===== config.mk =====
export PLATFORM = sky130hd
export DESIGN_NAME = host_strobe_ack
export DESIGN_NICKNAME = d
export VERILOG_FILES = /design/src/rtl/host_strobe_ack.sv
export SDC_FILE = /design/constraint.sdc
export NUM_CORES = 1
export LEC_CHECK = 0
export BUFFER_PORTS_ARGS = -buffer_cell sky130_fd_sc_hd__buf_4
export CAP_MARGIN = 25
export CORE_MARGIN = 1
export CORE_UTILIZATION = 55
export CTS_CLUSTER_DIAMETER = 150
export DETAILED_ROUTE_END_ITERATION = 6
export GPL_TIMING_DRIVEN = 1
export PLACE_DENSITY_LB_ADDON = 0.15
export SLEW_MARGIN = 20
export SYNTH_ARGS = -nofsm -noshare
export SYNTH_HDL_FRONTEND = slang
export SYNTH_SLANG_ARGS = --single-unit

===== constraint.sdc =====
create_clock -name clk -period 3.64 [get_ports clk]
set_input_delay 0.546 -clock clk [delete_from_list [all_inputs] [get_ports clk]]
set_output_delay 0.546 -clock clk [all_outputs]
set_load 0.05 [all_outputs]

===== src/rtl/host_strobe_ack.sv =====
module host_strobe_ack #(
  parameter int SYNC_STAGES  = 2,
  parameter int SENSE_CYCLES = 10
) (
  input  logic       clk,
  input  logic       rst_n,
  input  logic       sel_mem_n,
  input  logic       sel_io_n,
  input  logic       ale_pin,
  input  logic       rd_pin,
  input  logic       wr_pin,
  input  logic       ack_pol_pin,
  input  logic       ack_in,
  input  logic       acc_ready,
  input  logic       mode_we,
  input  logic [1:0] mode_wd,
  output logic       ack_out,
  output logic       ack_oe,
  output logic       addr_evt,
  output logic       addr_io,
  output logic       wr_evt,
  output logic       rd_evt,
  output logic       abort_evt,
  output logic [5:0] cfg_bits
);
  localparam int             CW   = $clog2(SENSE_CYCLES + 1);
  localparam logic [CW-1:0]  LAST = CW'(SENSE_CYCLES);

  // bit order: 6 ack strap, 5 polarity strap, 4 io sel, 3 mem sel, 2 wr, 1 rd, 0 ale
  logic [6:0] pins;
  logic [6:0] sy [SYNC_STAGES];
  logic [6:0] s;
  logic [4:0] q;
  assign pins = {ack_in, ack_pol_pin, sel_io_n, sel_mem_n, wr_pin, rd_pin, ale_pin};
  assign s    = sy[SYNC_STAGES-1];

  always_ff @(posedge clk or negedge rst_n) begin
    if (!rst_n) begin
      for (int i = 0; i < SYNC_STAGES; i++) sy[i] <= '0;
      q <= '0;
    end else begin
      sy[0] <= pins;
      for (int i = 1; i < SYNC_STAGES; i++) sy[i] <= sy[i-1];
      q <= s[4:0];
    end
  end

  logic [CW-1:0] cnt;
  logic          sensing;
  assign sensing = (cnt != LAST);

  always_ff @(posedge clk or negedge rst_n) begin
    if (!rst_n)       cnt <= '0;
    else if (sensing) cnt <= cnt + 1'b1;
  end

  logic       rd_idle, wr_idle, ale_cyc, ack_hi;
  logic [1:0] mode;

  always_ff @(posedge clk or negedge rst_n) begin
    if (!rst_n) begin
      rd_idle <= 1'b0;
      wr_idle <= 1'b0;
      ale_cyc <= 1'b0;
      ack_hi  <= 1'b0;
      mode    <= 2'b00;
    end else if (sensing) begin
      rd_idle <= s[1];
      wr_idle <= s[2];
      ale_cyc <= s[0];
      ack_hi  <= s[5];
      mode    <= {1'b0, s[5] ~^ s[6]};
    end else if (mode_we && !mode_wd[1]) begin
      mode    <= mode_wd;
    end
  end

  assign cfg_bits = {mode, ack_hi, ale_cyc, wr_idle, rd_idle};

  logic live, sel_now, sel_was, rd_now, rd_was, wr_now, wr_was, ale_now, ale_was;
  assign live    = !sensing;
  assign sel_now = s[3] ^ s[4];
  assign sel_was = q[3] ^ q[4];
  assign rd_now  = s[1] ^ rd_idle;
  assign rd_was  = q[1] ^ rd_idle;
  assign wr_now  = s[2] ^ wr_idle;
  assign wr_was  = q[2] ^ wr_idle;
  assign ale_now = s[0] ^ ale_cyc;
  assign ale_was = q[0] ^ ale_cyc;

  logic latch_addr, cycle_addr;
  assign latch_addr = !ale_cyc && ale_was && !ale_now && !wr_now && !wr_was;
  assign cycle_addr =  ale_cyc && ale_was && wr_was && !wr_now;

  assign addr_evt  = live && sel_now && (latch_addr || cycle_addr);
  assign addr_io   = !s[4];
  assign wr_evt    = live && sel_now && wr_was && !wr_now && !(ale_cyc && ale_was);
  assign rd_evt    = live && sel_now && rd_now && !rd_was;
  assign abort_evt = live && sel_was && !sel_now;

  logic strobe_on, strobe_was, addr_phase, can_go, ack_q, ack_nx;
  assign strobe_on  = sel_now && (rd_now || wr_now);
  assign strobe_was = sel_was && (rd_was || wr_was);
  assign addr_phase = ale_cyc && sel_now && ale_now && wr_now;
  assign can_go     = addr_phase || acc_ready;
  assign ack_nx     = mode[0] ? (!strobe_on || can_go || (ack_q && strobe_was))
                              : (strobe_on && (can_go || (ack_q && strobe_was)));

  always_ff @(posedge clk or negedge rst_n) begin
    if (!rst_n) begin
      ack_q  <= 1'b0;
      ack_oe <= 1'b0;
    end else begin
      ack_q  <= live && ack_nx;
      ack_oe <= live;
    end
  end

  assign ack_out = ack_q ~^ ack_hi;

  a_r3_quiet_window: assert property (@(posedge clk) disable iff (!rst_n)
    sensing |-> (!ack_oe && !(addr_evt || wr_evt || rd_evt || abort_evt)));

  a_r12_no_reserved_mode: assert property (@(posedge clk) disable iff (!rst_n)
    !mode[1]);

  a_r8_addr_cycle_ack: assert property (@(posedge clk) disable iff (!rst_n)
    (live && addr_phase) |=> ack_q);

  a_r6_ack_held: assert property (@(posedge clk) disable iff (!rst_n)
    (live && mode == 2'b00 && ack_q && strobe_on && strobe_was) |=> ack_q);

  a_r6_idle_inactive: assert property (@(posedge clk) disable iff (!rst_n)
    (mode == 2'b00 && !strobe_on) |=> !ack_q);

  a_r7_idle_ready: assert property (@(posedge clk) disable iff (!rst_n)
    (live && mode == 2'b01 && !strobe_on) |=> ack_q);
endmodule


## Word-level counts from Yosys, hierarchy flattened

Index checks and enable logic that the tools add are counted.

| cells by class | value |
|---|---|
| $add $sub $neg | 1 |
| equality and inequality tests | 1 |
| mux-type cells | 3 |
| bitwise gates (word level) | 10 |
| reduce and logical (&&, ||, !) cells | 44 |

Operators by type and width:

| kind | count |
|---|---|
| $logic_and 1x1->1 | 25 |
| $logic_not 1->1 | 11 |
| $xor 1x1->1 | 8 |
| $logic_or 1x1->1 | 7 |
| $add 4x1->4 const B | 1 |
| $mux 2 | 2 |
| $ne 4x4->1 const B | 1 |
| $reduce_bool 2->1 | 1 |
| $xnor 1x1->1 | 2 |
| $mux 1 | 1 |

| storage, ports and cells | value |
|---|---|
| flip-flop bits (word level) | 31 |
| input bits | 13 |
| output and inout bits | 13 |
| logic and storage cells | 70 |

## Longest topological paths before layout

Gate-level depths: netlist of run 1.

| depth | value |
|---|---|
| word-level depth | 9 |
| gate-level depth with buffers | 7 |
| depth with buffers taken out | 6 |

## Worst setup path before layout of run 1

OpenSTA, ideal clock, no wires.

| timing | value |
|---|---|
| path type | register to output |
| from | register cnt[0] |
| to | output wr_evt |
| arrival time | 1.989 ns |
| required time | 3.094 ns |
| setup slack | 1.105 ns |
| cell stages (with the launch flop) | 7 |
| path buffers | 0 |
| cell sequence | dfrtp_1 -> inv_1 -> ha_1 -> nand3b_4 -> nor2_1 -> nand2_1 -> nor3_1 |

| on the way | value |
|---|---|
| cells in the longest elaborated chain, start to end | 6 |

RTL lines:

| item | RTL line | source |
|---|---|---|
| start: declaration | 48 | `logic [CW-1:0] cnt;` |
| start signal: assignment | 54 | `else if (sensing) cnt <= cnt + 1'b1;` |
| $ne 4x4->1 | 50 | `assign sensing = (cnt != LAST);` |
| $logic_not 1->1 | 81 | `assign live = !sensing;` |
| $logic_and 1x1->1 (4 in a row) | 97 | `assign wr_evt = live && sel_now && wr_was && !wr_now && !(ale_cyc && ale_was);` |
| end: declaration | 21 | `output logic wr_evt,` |

No other way between the ends.

## Final worst setup path of run 1

| timing | value |
|---|---|
| from | register cnt[0] |
| to | output abort_evt |

| on the way | value |
|---|---|
| cells in the longest elaborated chain, start to end | 4 |

RTL lines:

| item | RTL line | source |
|---|---|---|
| $ne 4x4->1 | 50 |  |
| $logic_not 1->1 | 81 |  |
| $logic_and 1x1->1 (2 in a row) | 99 | `assign abort_evt = live && sel_was && !sel_now;` |
| end: declaration | 23 | `output logic abort_evt,` |

No other way between the ends.

==> results of run 1 <==
-- critical path, stage by stage (launching register included) --
cell and delay (ns):
dfrtp_1 0.44, inv_1 0.08, ha_1 0.19, nand3b_4 0.13
inv_1 0.28, and3_1 0.21, buf_4 0.19
-- per-stage QoR --
stage,std cells,utilization [%]
after floorplan,91,-
after global placement,138,68.4
after detailed placement,138,68.4
after CTS,146,71.8
after global routing,146,71.8
final,146,71.8
-- Yosys cell counts --
cell	instances	area (µm²)
dfrtp_1	31	776
nor2b_1	1	6.26
nand3b_4	1	20.0
xor2_1	1	8.76
nand2_1	13	48.8
nand3_1	1	5.00
nand2b_1	1	6.26
mux2i_1	3	30.0
a21oi_1	4	20.0
and2_1	1	6.26
xnor2_2	1	16.3
and3_1	2	12.5
nor3b_1	1	7.51
xnor2_1	8	70.1
buf_4	5	37.5
nor2_1	6	22.5
nor3b_2	1	12.5
nor3_1	2	10.0
a311oi_1	1	8.76
o21ai_0	2	10.0
inv_1	3	11.3
ha_1	2	25.0
-- kinds of logic (layout without fill, tap and decap cells) --
logic type	after synthesis	after routing	share of synthesized area [%]
AOI/OAI and AO/OA	7	7	3.31
xor gates and xnor gates	10	10	8.12
adders and majority gates	2	2	2.14
buffers and inverters	8	36	4.17
DFF	31	31	66.2
muxes	3	3	2.56
and+or+nand+nor	30	30	13.5
-- state kept, by name, summed over array words and instances, names as in the netlist --
| name | count |
|---|---|
| ack_hi | 1 |
| ack_oe | 1 |
| ack_q | 1 |
| ale_cyc | 1 |
| cnt | 4 |
| mode | 2 |
| q | 5 |
| rd_idle | 1 |
| s | 7 |
| sy | 7 |
| wr_idle | 1 |
-- placed cells by master (no fill, tap or decap), drive strengths merged, types with 3 or more instances in the layout --
| cell type | count |
|---|---|
| clkbuf | 8 |
| nand2 | 13 |
| dfrtp | 31 |
| buf | 25 |
| xnor2 | 9 |
| mux2i | 3 |
| a21oi | 4 |
| inv | 3 |
| nor2 | 6 |
-- per-layer routing --
| layer | global-route usage (%) | vias to the layer above | part of all wire (%) |
|---|---|---|---|
| met5 | 0 | - | 0 |
| met4 | 10.0 | 0 | 1.8 |
| met3 | 7.04 | 4 | 5.7 |
| met2 | 29.6 | 25 | 51 |
| met1 | 20.8 | 337 | 41 |
| li1 | - | 346 | - |
-- area by class of cell --
cell class,instances,area (µm²)
flip-flops and latches,31,776
fillers,145,558
multi-input cells,52,347
repair buffers,25,188
clock buffers,8,68.8
well taps,27,33.8
inverters,3,11.3
-- where the power goes --
group	switching [mW]	total (mW)	internal (mW)
clock network	0.106	0.219	0.113
logic	0.0609	0.0967	0.0359
registers	0.0121	0.373	0.361
total	0.179	0.689	0.510
-- final timing paths --
check	start	cells after the start	to
max in group asynchronous	rst_n	1	s[6]
min reg2reg	sy[9]	0	s[2]
min	rst_n	1	ale_cyc
min in group clk	ale_pin	1	sy[7]
max reg2reg	cnt[0]	6	ack_q
max	cnt[0]	6	abort_evt
==> out/metrics.cfg, run 1 <==
[outcome]
outcome=finished clean

[logic_synthesis]
ys_ff_latch=31
syn_inst=91
synth_seq_area_share_pct=66.2
ys_warn_count=0
syn-num-nets=106
synth.avg_cell_area_um2=12.9
netlist_area_um2=1170
yosysUniqueCellTypes=22

[detailed_routing]
vias_per_cell=4.88
drt_wl_total_um=1730
drt_iter0_drc=12
remaining_drc_errors=0
drtPass1Iterations=4
vias=712
antenna_left=0
avgRoutedWirePerCell_um=11.8

[placed_design]
post-dp-hpwl_um=1270
post-place-ws_ns=1.60
placed_cell_area_um2=1360
gp_congestion=0.879
port-buffer-count=25

[floorplan]
fp.dieW_um=48.1
die_h_um=48.1
num_rows=16
dieArea_um2=2320
ios=26
coreArea_um2=1980
start_util_pct=59.1

[sta]
fin_crit_ns=2.38
finalMaxSlewViolations=0
finalWorstSetupSlack_ns=1.26
max_freq_mhz=421
finalHoldViolCount=0
skew_ns=0.0122
setup_viol=0
tightest_slew_ns=0.372
fin_crit_sh_pct=65.3
fin_tns_setup_ns=0
maxSlewHeadroom_pct=75.0
rsz0062_at_grt=false
hold_slack_ns=0.123

[grt]
grt_use_total_pct=18.3
antenna_found_initial=0
grt_pass1_wl_um=2650
globalRouteOverflowTotal=0
grt_pass1_vias=641
grt_max_degree=32

[clocking]
cts.htree.levels=2
cts_tree=yes
insertion_delay_ns=0.33
cts.repair.resized=0
clockRootBuffer=clkbuf_4
numCtsBuffers=5
clk_pin_slew_ns=0.09
cts_setup_buffers=0
clockBufferDepth=2
clock_sinks=31
holdBufCountCts=0

[cells_and_area]
areaGrowthSynthToFinish_pct=21.6
layout.nets=133
final_area_um2=1420
n_antenna_cell=0
drive_above_1_share_pct=29.4

[setup_path]
reg2reg_slack_ns=2.19
crit_required_ns=3.09
arrival_ns=1.83
cp-start-kind=flop
worstSetupPathType=reg2out
crit_path_end_kind=primary output
critPathMaxFanout=12

[run]
drv_cap=0

[worst_hold_path]
holdCritPathClass=in2async

[pwr]
total_power_mw=0.689
powerDensity_nw_per_um2=484
p_leak_nw=0.681
max-vdd-ir-drop_mv=0.296

(Power assumes the default switching activity.)
==> run 2, diff against run 1 <==
--- a/config.mk
+++ b/config.mk
@@ -8,7 +8,7 @@
 export BUFFER_PORTS_ARGS = -buffer_cell sky130_fd_sc_hd__buf_4
 export CAP_MARGIN = 25
 export CORE_MARGIN = 1
-export CORE_UTILIZATION = 55
+export CORE_UTILIZATION = 46
 export CTS_CLUSTER_DIAMETER = 150
 export DETAILED_ROUTE_END_ITERATION = 6
 export GPL_TIMING_DRIVEN = 1
==> constraint.sdc (replaced) <==
create_clock -name clk -period 2 [get_ports clk]
set_input_delay 0.3 -clock clk [delete_from_list [all_inputs] [get_ports clk]]
set_output_delay 0.3 -clock clk [all_outputs]
set_load 0.05 [all_outputs]
==> run 2 against run 1 <==
Against the previous run:
- via count grew 3.2%
- global-route usage shrank 2.9 points
- clock skew grew 0.0025 ns
- clock power grew 48%
- final cell count grew 4.8%
- first-iteration DRC count shrank 58%
- die area grew 19%
- register-to-register slack lost 1.6 ns
- critical path type unchanged
- sequential power grew 82%
- flip-flop and latch count is the same
==> out/metrics.cfg, run 2 (synthesis gave the netlist of run 1 again) <==
[setup_path]
critical_path.max_stage_delay_ns=0.39  ; was 0.44 ns
critPathMaxFanout=7  ; was 12
r2r-end=ack_q  ; unchanged
arrival_ns=1.64  ; was 1.83 ns
reg2reg_slack_ns=0.56  ; was 2.19 ns
crit_path_end_kind=primary output  ; unchanged
cp_slowest_cell=dfrtp_1  ; unchanged
crit_start=cnt[0]  ; unchanged
crit_path_cell_trace=inv_1 -> ha_2 -> nand3b_4 -> buf_4 -> inv_1 -> and3_4 -> buf_8  ; was inv_1 -> ha_1 -> nand3b_4 -> inv_1 -> and3_1 -> buf_4
r2r-start=cnt[0]  ; unchanged
crit_required_ns=1.70  ; was 3.09 ns
r2r_cells=8  ; was 6
cp-endpoint=abort_evt  ; unchanged
cp-start-kind=flop  ; unchanged
crit_top_cell=inv_1  ; unchanged
worstSetupPathType=reg2out  ; unchanged

[grt]
busiest_layer=met2  ; unchanged
grt_pass1_vias=668  ; was 641
gr-usage-met2_pct=23.0  ; was 29.6%
grt_pass1_wl_um=2930  ; was 2650 µm
grt_use_total_pct=15.4  ; was 18.3%
antenna_found_initial=0  ; unchanged
grtUsageMet3_pct=6.09  ; was 7.04%
grt_max_degree=32  ; unchanged
grt_use_met1_pct=19.6  ; was 20.8%
globalRouteOverflowTotal=0  ; unchanged

[clocking]
cts_tree=yes  ; unchanged
clock_sinks=31  ; unchanged
clockRootBuffer=clkbuf_4  ; unchanged
clockBufferDepth=2  ; unchanged
clk_pin_slew_ns=0.10  ; was 0.09 ns
cts.htree.levels=2  ; unchanged
numCtsBuffers=5  ; unchanged
insertion_delay_ns=0.32  ; was 0.33 ns

[cells_and_area]
regArea_um2=776  ; unchanged
n_antenna_cell=0  ; unchanged
fill_cells=178  ; was 145
drive_above_1_share_pct=36.8  ; was 29.4%
multiInputGateArea_um2=394  ; was 347 µm²
areaGrowthSynthToFinish_pct=29.5  ; was 21.6%
layout.nets=139  ; was 133
final_common_cell=dfrtp_1  ; unchanged
final_cell_mix=dfrtp_1 (31), buf_4 (27), nand2_1 (12), xnor2_1 (7)  ; was dfrtp_1 (31), buf_4 (25), nand2_1 (13), xnor2_1 (8), nor2_1 (6)

[outcome]
outcome=finished clean  ; unchanged

[sta]
fin_crit_sh_pct=97.1
maxSlewHeadroom_pct=73.4  ; was 75.0%
fin_crit_ns=1.94
finalWorstSetupSlack_ns=0.0573  ; was 1.26 ns
tightest_slew_ns=0.398  ; was 0.372 ns
skew_ns=0.0147  ; was 0.0122 ns
setup_viol=0  ; unchanged
max_freq_mhz=515
finalMaxSlewViolations=0  ; unchanged
rsz0062_at_grt=true  ; was false
finalHoldViolCount=0  ; unchanged

[detailed_routing]
vias_per_cell=4.80  ; was 4.88
antenna_left=0  ; unchanged
vias=735  ; was 712
avgRoutedWirePerCell_um=11.9  ; was 11.8 µm
drtPass1Iterations=3  ; was 4
drt_wl_total_um=1820  ; was 1730 µm
remaining_drc_errors=0  ; unchanged
drt_iter0_drc=5  ; was 12

[pwr]
power_frac_seq_pct=56.6  ; was 54.1%
p_leak_nw=0.714  ; was 0.681 nW
combPwrFrac_pct=16.5  ; was 14.0%
powerDensity_nw_per_um2=792  ; was 484 nW/µm²
sw_frac_of_total_pct=27.4  ; was 26.0%
power_switching_mw=0.329  ; was 0.179 mW
internal_power_mw=0.872  ; was 0.510 mW
total_power_mw=1.20  ; was 0.689 mW
clkPwrFrac_pct=27.0  ; was 31.8%
max-vdd-ir-drop_mv=0.581  ; was 0.296 mV

[floorplan]
start_util_pct=51.0  ; was 59.1%
coreArea_um2=2300  ; was 1980 µm²
num_rows=17  ; was 16
ios=26  ; unchanged
dieArea_um2=2750  ; was 2320 µm²
die_h_um=52.5  ; was 48.1 µm
fp.dieW_um=52.5  ; was 48.1 µm

[placed_design]
post-dp-hpwl_um=1260  ; was 1270 µm
gp_congestion=0.783  ; was 0.879
post-place-ws_ns=0.345  ; was 1.60 ns
port-buffer-count=25  ; unchanged

[worst_hold_path]
holdCritPathClass=in2reg  ; was in2async

[run]
drv_cap=0  ; unchanged

## run 2: changes by cell type in the layout (fill, tap and decap cells not counted), moves of 2 or more
cell,delta
nor3_4,+2
clkbuf_8,-2
buf_4,+2
buf_6,+2
nor3_1,-2
## run 2: repair_timing
action / CTS / global route
buffers inserted: 1 / 3
setup endpoints to repair: 2 / 2
endpoints found under the hold margin: 31 / 0
cloned: 0 / 0
pin swaps: 0 / 2
resized for setup: 1 / 11
hold buffers: 1 / 0
## run 2: through the flow
stage	cell area (µm²)	hold WS, ns	std cells	TNS [ns]	utilization [%]
3_3_place_gp	1370	0.246	140	0	59.8
3_5_place_dp	1370	0.247	140	0	59.8
4_1_cts	1450	0.0590	150	0	62.9
2_1_floorplan	1180	0.00441	91	0	-
6_report	1520	0.0814	153	0	66.0
5_1_grt	1520	0.0540	153	-0.127	66.0
## run 2: metal layers
layer  part of all wire (%)  routed length (µm)  vias to the layer above
li1                       -                   -                      359
met1                     44                 795                      352
met2                     50                 916                       24
met3                    5.8                 105                        0
met4                      0                   0                        0
met5                      0                   0                        -
## run 2: power by group through the flow
stage | clock [mW] | combinational (mW) | sequential, mW
6_report | 0.324 | 0.198 | 0.679
3_3_place_gp | 0 | 0.178 | 0.690
4_1_cts | 0.344 | 0.183 | 0.679
5_1_grt | 0.369 | 0.212 | 0.682
2_1_floorplan | 0 | 0.110 | 0.697
3_5_place_dp | 0 | 0.180 | 0.692
## run 2: critical path, delay by kind of cell (launching register included)
family,cells,cell delay [ns]
and+or+nand+nor,2,0.31
DFF,1,0.39
buffers and inverters,4,0.44
adders and majority gates,1,0.19
## run 2: layout make-up
cell class / instances / share of cell area, %
clock buffer: 7 / 2.97
clock inverter: 1 / 0.330
inverter: 3 / 0.743
multi-input combinational: 52 / 26.0
sequential: 31 / 51.2
tap: 28 / 2.31
timing repair buffer: 31 / 16.5
## run 2: how the worst min path moves through the flow
stage | from | to | slack (ns) | cells after the start
after detailed placement | rst_n | mode[1] | 0.25 | 1
after global placement | rst_n | mode[1] | 0.25 | 1
after global routing | sel_io_n | sy[11] | 0.05 | 1
after floorplan | rst_n | ack_hi | 0.004 | 0
final | ale_pin | sy[7] | 0.08 | 1
after CTS | ale_pin | sy[7] | 0.06 | 1
